$ cat src/rtl/gpio_chg_pkg.sv
package gpio_chg_pkg;

  // Strobes passed from the control to the datapath each cycle
  typedef struct packed {
    logic latchWr;   // load the output latch
    logic dirWr;     // load the direction register
    logic snapLoad;  // refresh the change-detect snapshot
    logic selData;   // drive synchronised pins on the read bus
    logic selDir;    // drive direction register on the read bus
  } portStrobe_t;

endpackage

$ cat src/rtl/gpio_chg_ctrl.sv
module gpio_chg_ctrl
  import gpio_chg_pkg::*;
#(
  parameter int WIDTH = 8
) (
  input  logic             clk,
  input  logic             rstN,
  input  logic             dataWrEn,
  input  logic             dataRdEn,
  input  logic             dirWrEn,
  input  logic             dirRdEn,
  input  logic             flagClr,
  input  logic             pullCtlN,
  input  logic [WIDTH-1:0] dirReg,
  input  logic             mismatch,
  output portStrobe_t      strb,
  output logic [WIDTH-1:0] pullEn,
  output logic             chgFlag
);

  // Bus decode: any data access refreshes the snapshot
  always_comb begin
    strb.latchWr  = dataWrEn;
    strb.dirWr    = dirWrEn;
    strb.snapLoad = dataWrEn | dataRdEn;
    strb.selData  = dataRdEn;
    strb.selDir   = dirRdEn & ~dataRdEn;
  end

  // Pull-ups: held off in reset, else global enable gated by input direction
  always_comb begin
    if (!rstN) pullEn = '0;
    else       pullEn = {WIDTH{~pullCtlN}} & dirReg;
  end

  // Sticky flag, set has priority over clear
  always_ff @(posedge clk) begin
    if (!rstN)         chgFlag <= 1'b0;
    else if (mismatch) chgFlag <= 1'b1;
    else if (flagClr)  chgFlag <= 1'b0;
  end


  flag_set_chk: assert property (@(posedge clk) disable iff (!rstN)
    mismatch |=> chgFlag);


  flag_sticky_chk: assert property (@(posedge clk) disable iff (!rstN)
    (chgFlag && !flagClr) |=> chgFlag);


  flag_clear_chk: assert property (@(posedge clk) disable iff (!rstN)
    (flagClr && !mismatch) |=> !chgFlag);

endmodule

$ cat src/rtl/gpio_chg_datapath.sv
module gpio_chg_datapath
  import gpio_chg_pkg::*;
#(
  parameter int WIDTH       = 8,
  parameter int IOC_LO      = 4,
  parameter int SYNC_STAGES = 2
) (
  input  logic             clk,
  input  logic             rstN,
  input  portStrobe_t      strb,
  input  logic [WIDTH-1:0] wrData,
  input  logic [WIDTH-1:0] pinIn,
  output logic [WIDTH-1:0] rdData,
  output logic [WIDTH-1:0] pinOut,
  output logic [WIDTH-1:0] pinOe,
  output logic [WIDTH-1:0] dirReg,
  output logic             mismatch
);

  localparam logic [WIDTH-1:0] IOC_MASK = {WIDTH{1'b1}} << IOC_LO;

  logic [WIDTH-1:0] outLatch;
  logic [WIDTH-1:0] snapshot;
  logic [WIDTH-1:0] syncIn;
  logic [WIDTH-1:0] syncStage [SYNC_STAGES];
  logic [WIDTH-1:0] diffBits;

  // Input synchroniser chain
  generate
    for (genvar s = 0; s < SYNC_STAGES; s++) begin : g_sync
      always_ff @(posedge clk) begin
        if (!rstN)       syncStage[s] <= '0;
        else if (s == 0) syncStage[s] <= pinIn;
        else             syncStage[s] <= syncStage[(s == 0) ? 0 : s-1];
      end
    end
  endgenerate
  assign syncIn = syncStage[SYNC_STAGES-1];

  // Registers
  always_ff @(posedge clk) begin
    if (!rstN) begin
      outLatch <= '0;
      dirReg   <= '1;
      snapshot <= '0;
    end else begin
      if (strb.latchWr)  outLatch <= wrData;
      if (strb.dirWr)    dirReg   <= wrData;
      if (strb.snapLoad) snapshot <= syncIn;
    end
  end

  assign pinOut = outLatch;
  assign pinOe  = ~dirReg;

  // Per-pin compare, only upper pins configured as inputs
  generate
    for (genvar i = 0; i < WIDTH; i++) begin : g_cmp
      if (IOC_MASK[i]) begin : g_ioc
        assign diffBits[i] = dirReg[i] & (syncIn[i] ^ snapshot[i]);
      end else begin : g_plain
        assign diffBits[i] = 1'b0;
      end
    end
  endgenerate
  assign mismatch = |diffBits;

  always_comb begin
    if (strb.selData)     rdData = syncIn;
    else if (strb.selDir) rdData = dirReg;
    else                  rdData = '0;
  end


  dir_write_chk: assert property (@(posedge clk) disable iff (!rstN)
    strb.dirWr |=> (pinOe == ~$past(wrData)));


  snap_refresh_chk: assert property (@(posedge clk) disable iff (!rstN)
    (strb.snapLoad && $stable(pinIn) && $stable(syncIn)) |=> !mismatch);

endmodule

$ cat src/rtl/gpio_chg_port.sv
module gpio_chg_port
  import gpio_chg_pkg::*;
#(
  parameter int WIDTH       = 8,
  parameter int IOC_LO      = 4,
  parameter int SYNC_STAGES = 2
) (
  input  logic             clk,
  input  logic             rstN,
  input  logic             dataWrEn,
  input  logic             dataRdEn,
  input  logic             dirWrEn,
  input  logic             dirRdEn,
  input  logic [WIDTH-1:0] wrData,
  output logic [WIDTH-1:0] rdData,
  input  logic             flagClr,
  input  logic             pullCtlN,
  input  logic [WIDTH-1:0] pinIn,
  output logic [WIDTH-1:0] pinOut,
  output logic [WIDTH-1:0] pinOe,
  output logic [WIDTH-1:0] pullEn,
  output logic             chgFlag,
  output logic             wakeReq
);

  portStrobe_t      strb;
  logic [WIDTH-1:0] dirReg;
  logic             mismatch;

  gpio_chg_ctrl #(.WIDTH(WIDTH)) u_ctrl (
    .clk      (clk),
    .rstN     (rstN),
    .dataWrEn (dataWrEn),
    .dataRdEn (dataRdEn),
    .dirWrEn  (dirWrEn),
    .dirRdEn  (dirRdEn),
    .flagClr  (flagClr),
    .pullCtlN (pullCtlN),
    .dirReg   (dirReg),
    .mismatch (mismatch),
    .strb     (strb),
    .pullEn   (pullEn),
    .chgFlag  (chgFlag)
  );

  gpio_chg_datapath #(
    .WIDTH       (WIDTH),
    .IOC_LO      (IOC_LO),
    .SYNC_STAGES (SYNC_STAGES)
  ) u_dp (
    .clk      (clk),
    .rstN     (rstN),
    .strb     (strb),
    .wrData   (wrData),
    .pinIn    (pinIn),
    .rdData   (rdData),
    .pinOut   (pinOut),
    .pinOe    (pinOe),
    .dirReg   (dirReg),
    .mismatch (mismatch)
  );

  assign wakeReq = mismatch;


  pull_vs_drive_chk: assert property (@(posedge clk) disable iff (!rstN)
    (pullEn & pinOe) == '0);


  pull_reset_chk: assert property (@(posedge clk)
    !rstN |-> (pullEn == '0));


  wake_flag_chk: assert property (@(posedge clk) disable iff (!rstN)
    wakeReq |=> chgFlag);

endmodule

$ cat config.mk
export PLATFORM = sky130hd
export DESIGN_NAME = gpio_chg_port
export DESIGN_NICKNAME = d
export VERILOG_FILES = /design/src/rtl/gpio_chg_pkg.sv /design/src/rtl/gpio_chg_ctrl.sv /design/src/rtl/gpio_chg_datapath.sv /design/src/rtl/gpio_chg_port.sv
export SDC_FILE = /design/constraint.sdc
export NUM_CORES = 1
export LEC_CHECK = 0
export CORE_MARGIN = 2
export CORE_UTILIZATION = 38
export DETAILED_ROUTE_END_ITERATION = 6
export PLACE_DENSITY = 0.72
export SLEW_MARGIN = 20
export SYNTH_ARGS = -nofsm -noshare
export SYNTH_HDL_FRONTEND = slang
export SYNTH_SLANG_ARGS = --single-unit
$ cat constraint.sdc
create_clock -name clk -period 1.3 [get_ports clk]
set_clock_uncertainty 0.1 [all_clocks]
set_input_delay 0.13 -clock clk [delete_from_list [all_inputs] [get_ports clk]]
set_output_delay 0.13 -clock clk [all_outputs]
set_load 0.1 [all_outputs]
Word level (Yosys, flattened, before mapping)
Memories as Yosys holds them, arrays and structs flattened. Cells that the tools add are included.

Bits in registers: 25. Bits in writable memories: 16. Input bits: 24. Logic and storage cells: 32. Memories kept: 1.

Memory list: u_dp.syncStage (words 2, bits a word 8, rd ports 2, clocked after Yosys merged registers in 0, write ports 2, RTL line gpio_chg_datapath.sv:25) `logic [WIDTH-1:0] syncStage [SYNC_STAGES];`.

Mux-type cells: 9. Bitwise logic cells: 16. Reduce and logical (&&, ||, !) cells: 2.

Operators by type and width (number): $mux W8 (5); $and A8 B8 Y8 (1); $not A8 Y8 (1); $and A1 B1 Y1 (5); $mux W1 (4); $reduce_or A4 Y1 (1); $xor A1 B1 Y1 (4); $or A1 B1 Y1 (3); $not A1 Y1 (2); $reduce_bool A2 Y1 (1).

Logic depth before layout (Yosys ltp)
Gate-level depths: netlist of the first run. An unclocked memory read counts as a cell.

Depth in word-level cells: 5. Gate-level depth with buffers: 4. Mapped depth without buffers: 3.

Modules after synthesis
From an unflattened synthesis of the first run, not the netlist that was laid out.

Cell total of the unflattened synthesis: 156. Area, all modules: 1497.7 um2.

By module, submodules not included: gpio_chg_datapath (times used 1, cells an instance 139, area each 1365.1 um2); gpio_chg_ctrl (times used 1, cells an instance 17, area each 132.6 um2).

Worst setup path before layout of the first run
Ideal clock, no wire load.

Path kind: register to output. Start point: register u_dp.dirReg[5]. End point: output port pullEn[5]. Data arrival time: 2934 ps. Setup slack: -1864 ps. Stages on the path, launching flop included: 3. Path buffers: 0. Cells stage by stage: dfxtp_1 > inv_1 > nor3_1.

Word-level cells in the longest chain between the ends: 2.

RTL lines: from (decl) (RTL line gpio_chg_datapath.sv:16) `output logic [WIDTH-1:0] dirReg,`; from (signal assigned) (RTL line gpio_chg_datapath.sv:48) `if (strb.dirWr) dirReg <= wrData;`; $and A8 B8 Y8 (RTL line gpio_chg_ctrl.sv:33) `else pullEn = {WIDTH{~pullCtlN}} & dirReg;`; $mux W8 (RTL line gpio_chg_ctrl.sv:32) `if (!rstN) pullEn = '0;`; to (decl) (RTL line gpio_chg_port.sv:21) `output logic [WIDTH-1:0] pullEn,`.

No other way between the ends.

Final worst setup path of the first run
Start point: register u_dp.snapshot[7]. End point: output port wakeReq.

Word-level cells in the longest chain between the ends: 3.

RTL lines: from (decl) (RTL line gpio_chg_datapath.sv:23) `logic [WIDTH-1:0] snapshot;`; from (signal assigned) (RTL line gpio_chg_datapath.sv:49) `if (strb.snapLoad) snapshot <= syncIn;`; $xor A1 B1 Y1 (RTL line gpio_chg_datapath.sv:60) `assign diffBits[i] = dirReg[i] & (syncIn[i] ^ snapshot[i]);`; $and A1 B1 Y1 (RTL line gpio_chg_datapath.sv:60); $reduce_or A4 Y1 (RTL line gpio_chg_datapath.sv:66) `assign mismatch = |diffBits;`; to (decl) (RTL line gpio_chg_port.sv:23) `output logic wakeReq`.

No other way between the ends.

==> metrics.yaml, run 1 <==
sta:
  worstMarginPinSlew_ns: 0.402
  fmax_mhz: 651
  final-hold-violation-count: 0
  maxSlewViolCount: 0
  min_period_ns: 1.54
  fin_crit_sh_pct: 118
  setup_ws_ns: -0.236
  slew_headroom_pct: 73.2
  rsz0062_at_grt: "true"
  setup_viol: 9
synth:
  ys_types: 19
  ys.flop_type: "dfxtp_1"
  synth_warnings: 0
  postSynthAreaPerCell_um2: 8.88
  postSynthCellCount: 159
  syn_area_um2: 1410
  synth.yosys.seq_area_share_pct: 52.4
  syn_nets: 183
  synth_async_sr_flop_share_pct: 0
  synth_enable_flop_cells: 0
  ys_ff_latch: 37
power:
  p_per_area_nw_per_um2: 1210
  ir_drop_uv: 874
  total_power_mw: 3.47
  p_leak_nw: 1.19
clock_tree:
  cts_max_level: 2
  clock_latency_ns: 0.29
  cts_buffers: 5
  cts_buffer_depth: 2
  clock-root-buffer: "clkbuf_8"
  cts_tree: "built"
  path_clk_slew_ns: 0.07
  clock_sinks: 37
  holdBufCountCts: 0
setup_path:
  r2r_slack_ns: 0.21
  critPathKind: "register to primary output"
  crit_fanout: 2
  setup.worst_path.start_class: "register"
  end_kind: "primary output"
  required_ns: 1.07
  arrival_ns: 1.31
  r2r_cells: 3
cells_and_area:
  fin_area_um2: 2860
  areaGrowthSynthToFinish_pct: 102
  seq_area_um2: 781
  insertedDiodeCount: 0
  drive_gt1_share_pct: 49.3
  multi_input_area_um2: 803
  final_cells: 273
  fin_nets: 249
  fillers: 210
flow_run:
  maxCapViolCount: 0
die:
  die_x_um: 65.0
  die_area_um2: 4220
  initial_core_util_pct: 39.2
  rows: 22
  die_y_um: 65.0
  io_pins: 58
  core_um2: 3610
routing:
  routed_wl_mm: 4.37
  vias_per_cell: 4.95
  num_vias: 1351
  drtIter0Drc: 53
  routedWlPerCell_um: 16.0
  first_pass_iters: 4
  drc: 0
  ant_nets: 0
placed_design:
  gp_congestion: 0.839
  io_buffers: 57
  place_ws_ns: -0.297
  dp.cells: 261
  dpl_cell_area_um2: 2590
  place_hpwl_mm: 3.02
min_path:
  hold_path_class: "primary input to register"
  hold_depth: 2
grt:
  antenna_found_initial: 0
  overflow: 0
  grt_pass1_wl_mm: 7.22
  grt_max_degree: 25
  grtUsageTotal_pct: 23.0
  grt_pass1_vias: 1483
status:
  status: "complete, but fails checks"
  violations: "setup timing"
cells in the mapped netlist, types with 2 or more instances:
| cell type | instances | share of area, % |
|---|---|---|
| xor2_1 | 4 | 2.5 |
| nor3_1 | 8 | 2.8 |
| nand2_1 | 29 | 7.7 |
| a21oi_1 | 4 | 1.4 |
| a22oi_1 | 2 | 1.1 |
| o21ai_0 | 12 | 4.3 |
| inv_1 | 8 | 2.1 |
| clkbuf_2 | 3 | 1.1 |
| buf_2 | 4 | 1.4 |
| o211ai_1 | 8 | 4.3 |
| buf_6 | 3 | 2.4 |
| mux2i_1 | 8 | 5.7 |
| and2_1 | 16 | 7.1 |
| dfxtp_1 | 37 | 52 |
| nor2_1 | 9 | 2.4 |
cell usage in the layout, fill, tap and decap left out:
cell / Yosys / final
nand2_4: 0 / 5
a31oi_1: 1 / 1
bufinv_16: 0 / 1
clkbuf_8: 0 / 5
dfxtp_1: 37 / 17
xor2_1: 4 / 4
o21ai_4: 0 / 8
dfxtp_2: 0 / 14
clkinv_2: 0 / 1
nor2_1: 9 / 9
clkdlybuf4s50_1: 0 / 19
nand2_1: 29 / 20
nand2_2: 0 / 4
buf_4: 0 / 9
and2_1: 16 / 16
mux2i_1: 8 / 8
a22oi_2: 0 / 2
inv_2: 1 / 2
nor3_4: 0 / 8
o21ai_0: 12 / 4
nand2b_1: 1 / 1
inv_4: 0 / 6
a21oi_1: 4 / 4
buf_6: 3 / 1
buf_12: 0 / 36
clkdlybuf4s15_2: 0 / 1
dfxtp_4: 0 / 6
inv_6: 0 / 1
dlygate4sd2_1: 0 / 3
buf_16: 0 / 1
o211ai_1: 8 / 8
sequential cells by signal, indices dropped and copies added, names as in the netlist:
| signal | cells |
|---|---|
| u_ctrl.chgFlag | 1 |
| u_dp.dirReg | 8 |
| u_dp.pinOut | 8 |
| u_dp.snapshot | 4 |
| u_dp.syncStage | 16 |
worst paths after layout:
| path | from | to |
|---|---|---|
| setup reg to reg | u_dp.snapshot[7] | u_ctrl.chgFlag |
| hold / removal | pinIn[2] | u_dp.syncStage[0][2] |
| hold reg to reg | u_dp.syncStage[0][1] | u_dp.syncStage[1][1] |
| setup / recovery | u_dp.snapshot[7] | wakeReq |
repair_timing:
action | CTS | global route
cloned | 1 | 0
pin swaps | 10 | 10
setup endpoints to repair | 17 | 17
buffers inserted | 3 | 1
resized for setup | 42 | 14
per-stage QoR:
step                setup TNS [ns]  utilization, %  hold slack (ns)
floorplan                    -4.77               -            0.152
global placement             -4.80            71.8            0.314
detailed placement           -5.43            71.8            0.319
CTS                         -0.521            78.2            0.317
global route                -0.974            79.2            0.320
finish                      -0.412            79.2            0.319
layout make-up:
cell class	count	area share, %
Inverter	9	1.88
Timing Repair Buffer	70	36.9
Clock buffer	5	2.41
Multi-Input combinational cell	102	28.1
Tap cell	48	2.10
Sequential cell	37	27.3
Clock inverter	2	1.23
kinds of logic after synthesis:
group | after synthesis | synth area share (%)
XOR/XNOR | 4 | 2.48
buffers and inverters | 20 | 7.53
multiplexers | 8 | 5.67
AND/OR/NAND/NOR | 63 | 20.5
flip-flops | 37 | 52.4
AO/OA/AOI/OAI | 27 | 11.4
report_power, final:
part | internal (mW) | switching (mW)
clock | 0.557 | 0.380
combinational | 0.477 | 0.796
sequential | 1.20 | 0.0607
worst max-delay path, cell delays in order (launching register included):
cell and delay [ns]:
dfxtp_2 0.33, xor2_1 0.17, a22oi_2 0.23, nand2_2 0.10
buf_12 0.17
routing by layer:
layer  GRT usage (%)  share of wire [%]
met1            25.6                 37
met3            5.73                4.8
met4            8.24                1.8
met5               0                  0
met2            41.9                 57
(Power assumes the default switching activity.)
==> inputs of run 2 (changes only) <==
CORE_MARGIN = 3   (was 2)
CORE_UTILIZATION = 40   (was 38)
PLACE_DENSITY = 0.74   (was 0.72)
SYNTH_HIERARCHICAL = 1   (was not set)
==> metrics.yaml, run 2 <==
cells_and_area:
  final_cells: 270  # was 273
  finalCoreUtilization_pct: 83.3  # was 79.2%
  layout_common_cells: "37 x buf_12, 19 x clkdlybuf4s50_1, 17 x dfxtp_1"  # was 36 x buf_12, 20 x nand2_1, 19 x clkdlybuf4s50_1
  areaGrowthSynthToFinish_pct: 93.0  # was 102%
  drive_gt1_share_pct: 50.4  # was 49.3%
  largest_reg_flops: 16  # unchanged
  regMostFlops: "u_dp/syncStage"  # was u_dp.syncStage
  insertedDiodeCount: 0  # unchanged
  final_common_cell: "buf_12"  # unchanged
  fillers: 187  # was 210
  fin_nets: 248  # was 249
routing:
  num_vias: 1305  # was 1351
  drtIter0Drc: 24  # was 53
  routed_wl_mm: 4.62  # was 4.37 mm
  ant_nets: 0  # unchanged
  first_pass_iters: 4  # unchanged
  routedWlPerCell_um: 17.1  # was 16.0 um
  vias_per_cell: 4.83  # was 4.95
  drc: 0  # unchanged
power:
  p_leak_nw: 1.22  # was 1.19 nW
  ir_drop_uv: 749  # was 874 uV
  internal-power_mw: 2.11  # was 2.23 mW
  p_sw_mw: 1.18  # was 1.24 mW
  clockPowerShare_pct: 24.3  # was 27.0%
  power.share.combinational_pct: 37.5  # was 36.7%
  p_seq_share_pct: 38.2  # was 36.3%
  p_per_area_nw_per_um2: 1140  # was 1210 nW/um2
  p_sw_share_pct: 36.0  # was 35.6%
grt:
  overflow: 0  # unchanged
  antenna_found_initial: 0  # unchanged
  grt_max_degree: 38  # was 25
  grtUsageTotal_pct: 21.8  # was 23.0%
  grt_pass1_vias: 1402  # was 1483
  grt_pass1_wl_mm: 6.98  # was 7.22 mm
setup_path:
  arrival_ns: 1.35  # was 1.31 ns
  r2r_cells: 4  # was 3
  crit_fanout: 2  # unchanged
  required_ns: 1.07  # about the same
  r2r_slack_ns: 0.02  # was 0.21 ns
  end_kind: "primary output"  # unchanged
  setup.worst_path.start_class: "register"  # unchanged
  startpoint: "u_dp/snapshot[7]"  # was u_dp.snapshot[7]
  r2r_end: "u_ctrl/chgFlag"  # was u_ctrl.chgFlag
  rr_startpoint: "u_dp/snapshot[7]"  # was u_dp.snapshot[7]
  cp-endpoint: "wakeReq"  # unchanged
  critPathKind: "register to primary output"  # unchanged
flow_run:
  maxCapViolCount: 0  # unchanged
clock_tree:
  clock_latency_ns: 0.29  # about the same
  clock-root-buffer: "clkbuf_8"  # unchanged
  cts_buffers: 5  # unchanged
  path_clk_slew_ns: 0.07  # about the same
  clock_sinks: 37  # unchanged
  holdBufCountCts: 0  # unchanged
  cts_buffer_depth: 2  # unchanged
  cts_max_level: 2  # unchanged
  cts_tree: "built"  # unchanged
placed_design:
  dp.cells: 257  # was 261
  io_buffers: 57  # unchanged
  gp_congestion: 0.762  # was 0.839
  place_hpwl_mm: 3.00  # was 3.02 mm
synth:
  syn_nets: 180  # was 183
  synth_most_common_cell: "dfxtp_1"  # unchanged
  synth_async_sr_flop_share_pct: 0  # unchanged
  syn_area_um2: 1500  # was 1410 um2
  ys_ff_latch: 37  # unchanged
  synth_enable_flop_cells: 0  # unchanged
  synth_top_area_share_pct: 49.5  # was 52.4%
  synth_common_cells: "37 x dfxtp_1, 24 x nand2_1, 20 x and2_1"  # was 37 x dfxtp_1, 29 x nand2_1, 16 x and2_1
  ys_top_cells_by_area: "dfxtp_1 49%, and2_1 8.4%, mux2i_1 8.0%"  # was dfxtp_1 52%, nand2_1 7.7%, and2_1 7.1%
  ys_types: 21  # was 19
  yosysTopAreaCell: "dfxtp_1"  # unchanged
  postSynthAreaPerCell_um2: 9.60  # was 8.88 um2
  ys.flop_type: "dfxtp_1"  # unchanged
  synth_warnings: 6  # was 0
  synth.yosys.seq_area_share_pct: 49.5  # was 52.4%
  postSynthCellCount: 156  # was 159
status:
  violations: "setup timing"  # unchanged
  status: "complete, but fails checks"  # unchanged
die:
  io_pins: 58  # unchanged
  initial_core_util_pct: 43.2  # was 39.2%
  die_y_um: 67.2  # was 65.0 um
  rows: 21  # was 22
  die_x_um: 67.2  # was 65.0 um
  die_area_um2: 4510  # was 4220 um2
  core_um2: 3470  # was 3610 um2
sta:
  fmax_mhz: 634  # was 651 MHz
  hold_ws_ns: 0.322  # was 0.319 ns
  maxSlewViolCount: 0  # unchanged
  final-hold-violation-count: 0  # unchanged
  slew_headroom_pct: 79.9  # was 73.2%
  min_period_ns: 1.58  # was 1.54 ns
  setup_ws_ns: -0.278  # was -0.236 ns
  worstMarginPinSlew_ns: 0.301  # was 0.402 ns
  fin_crit_sh_pct: 121  # was 118%
  setup_viol: 6  # was 9
  setup-tns-final_ns: -0.460  # was -0.412 ns
  rsz0062_at_grt: "true"  # unchanged
min_path:
  hold_path_class: "primary input to register"  # unchanged
[run 2: changes by cell type after synthesis, sizes merged, moves of 3 or more]
cell,delta
nor2b,+15
a21oi,-4
o21ai,-4
nor2,-9
buf,+3
and2,+8
mux2i,+4
nor3,-8
nand2,-5
[run 2: worst max-delay path, cell delays in order (launching register included)]
cell	delay [ns]
dfxtp_2	0.33
xor2_1	0.16
a22oi_2	0.21
o221ai_4	0.16
buf_12	0.20
[run 2: worst min path at each step]
stage,from,to,slack [ns],cells after the start
global placement,u_dp/syncStage[0][5],u_dp/syncStage[1][5],0.31,1
finish,pinIn[4],u_dp/syncStage[0][4],0.32,2
global route,pinIn[2],u_dp/syncStage[0][2],0.32,2
CTS,pinIn[6],u_dp/syncStage[0][6],0.32,2
floorplan,rstN,u_ctrl/chgFlag,0.15,1
detailed placement,u_dp/syncStage[0][3],u_dp/syncStage[1][3],0.32,1
[run 2: per-stage QoR]
step,total power [mW],instance area [um2],setup WS (ns)
floorplan,1.98,1630,-0.615
global placement,2.42,2610,-0.254
detailed placement,2.43,2610,-0.260
CTS,3.26,2830,-0.252
global route,3.40,2890,-0.341
finish,3.29,2890,-0.278
[run 2: timing repair]
action / 4_1_cts / 5_1_grt
resized for setup: 49 / 17
buffers inserted: 5 / 5
pin swaps: 7 / 3
setup endpoints to repair: 20 / 15
[run 2: power groups by stage]
stage	Combinational (mW)	Clock, mW	Sequential [mW]
after floorplan	0.595	0	1.39
after global placement	1.14	0	1.27
after detailed placement	1.16	0	1.28
after CTS	1.20	0.803	1.25
after global routing	1.27	0.868	1.26
final	1.23	0.799	1.25
[run 2: area by class of cell]
class                      instances  area [um2]  share of cell area [%]
clock buffer                       7        86.3                    2.99
inverter                           8        41.3                    1.43
multi-input combinational         99         835                    28.9
sequential                        37         783                    27.1
tap                               46        57.6                    1.99
timing repair buffer              73        1090                    37.6
[run 2: per-layer routing]
layer	share of wire, %	track usage [%]	wire [um]	up-vias
met3	5.3	7.49	244	12
met2	54	39.9	2520	43
met1	36	21.0	1680	622
met5	0	0	0	-
li1	-	-	-	628
met4	3.8	12.4	177	0
[run 2: cell families (layout without fill, tap and decap cells)]
family                    count (synthesis)  in the layout  share of synthesized area (%)
xor gates and xnor gates                  4              4                           2.34
AOI/OAI and AO/OA                        19             19                           8.27
buffers and inverters                    20             88                           8.35
DFF                                      37             37                           49.5
and+or+nand+nor                          64             64                           23.6
muxes                                    12             12                           8.02
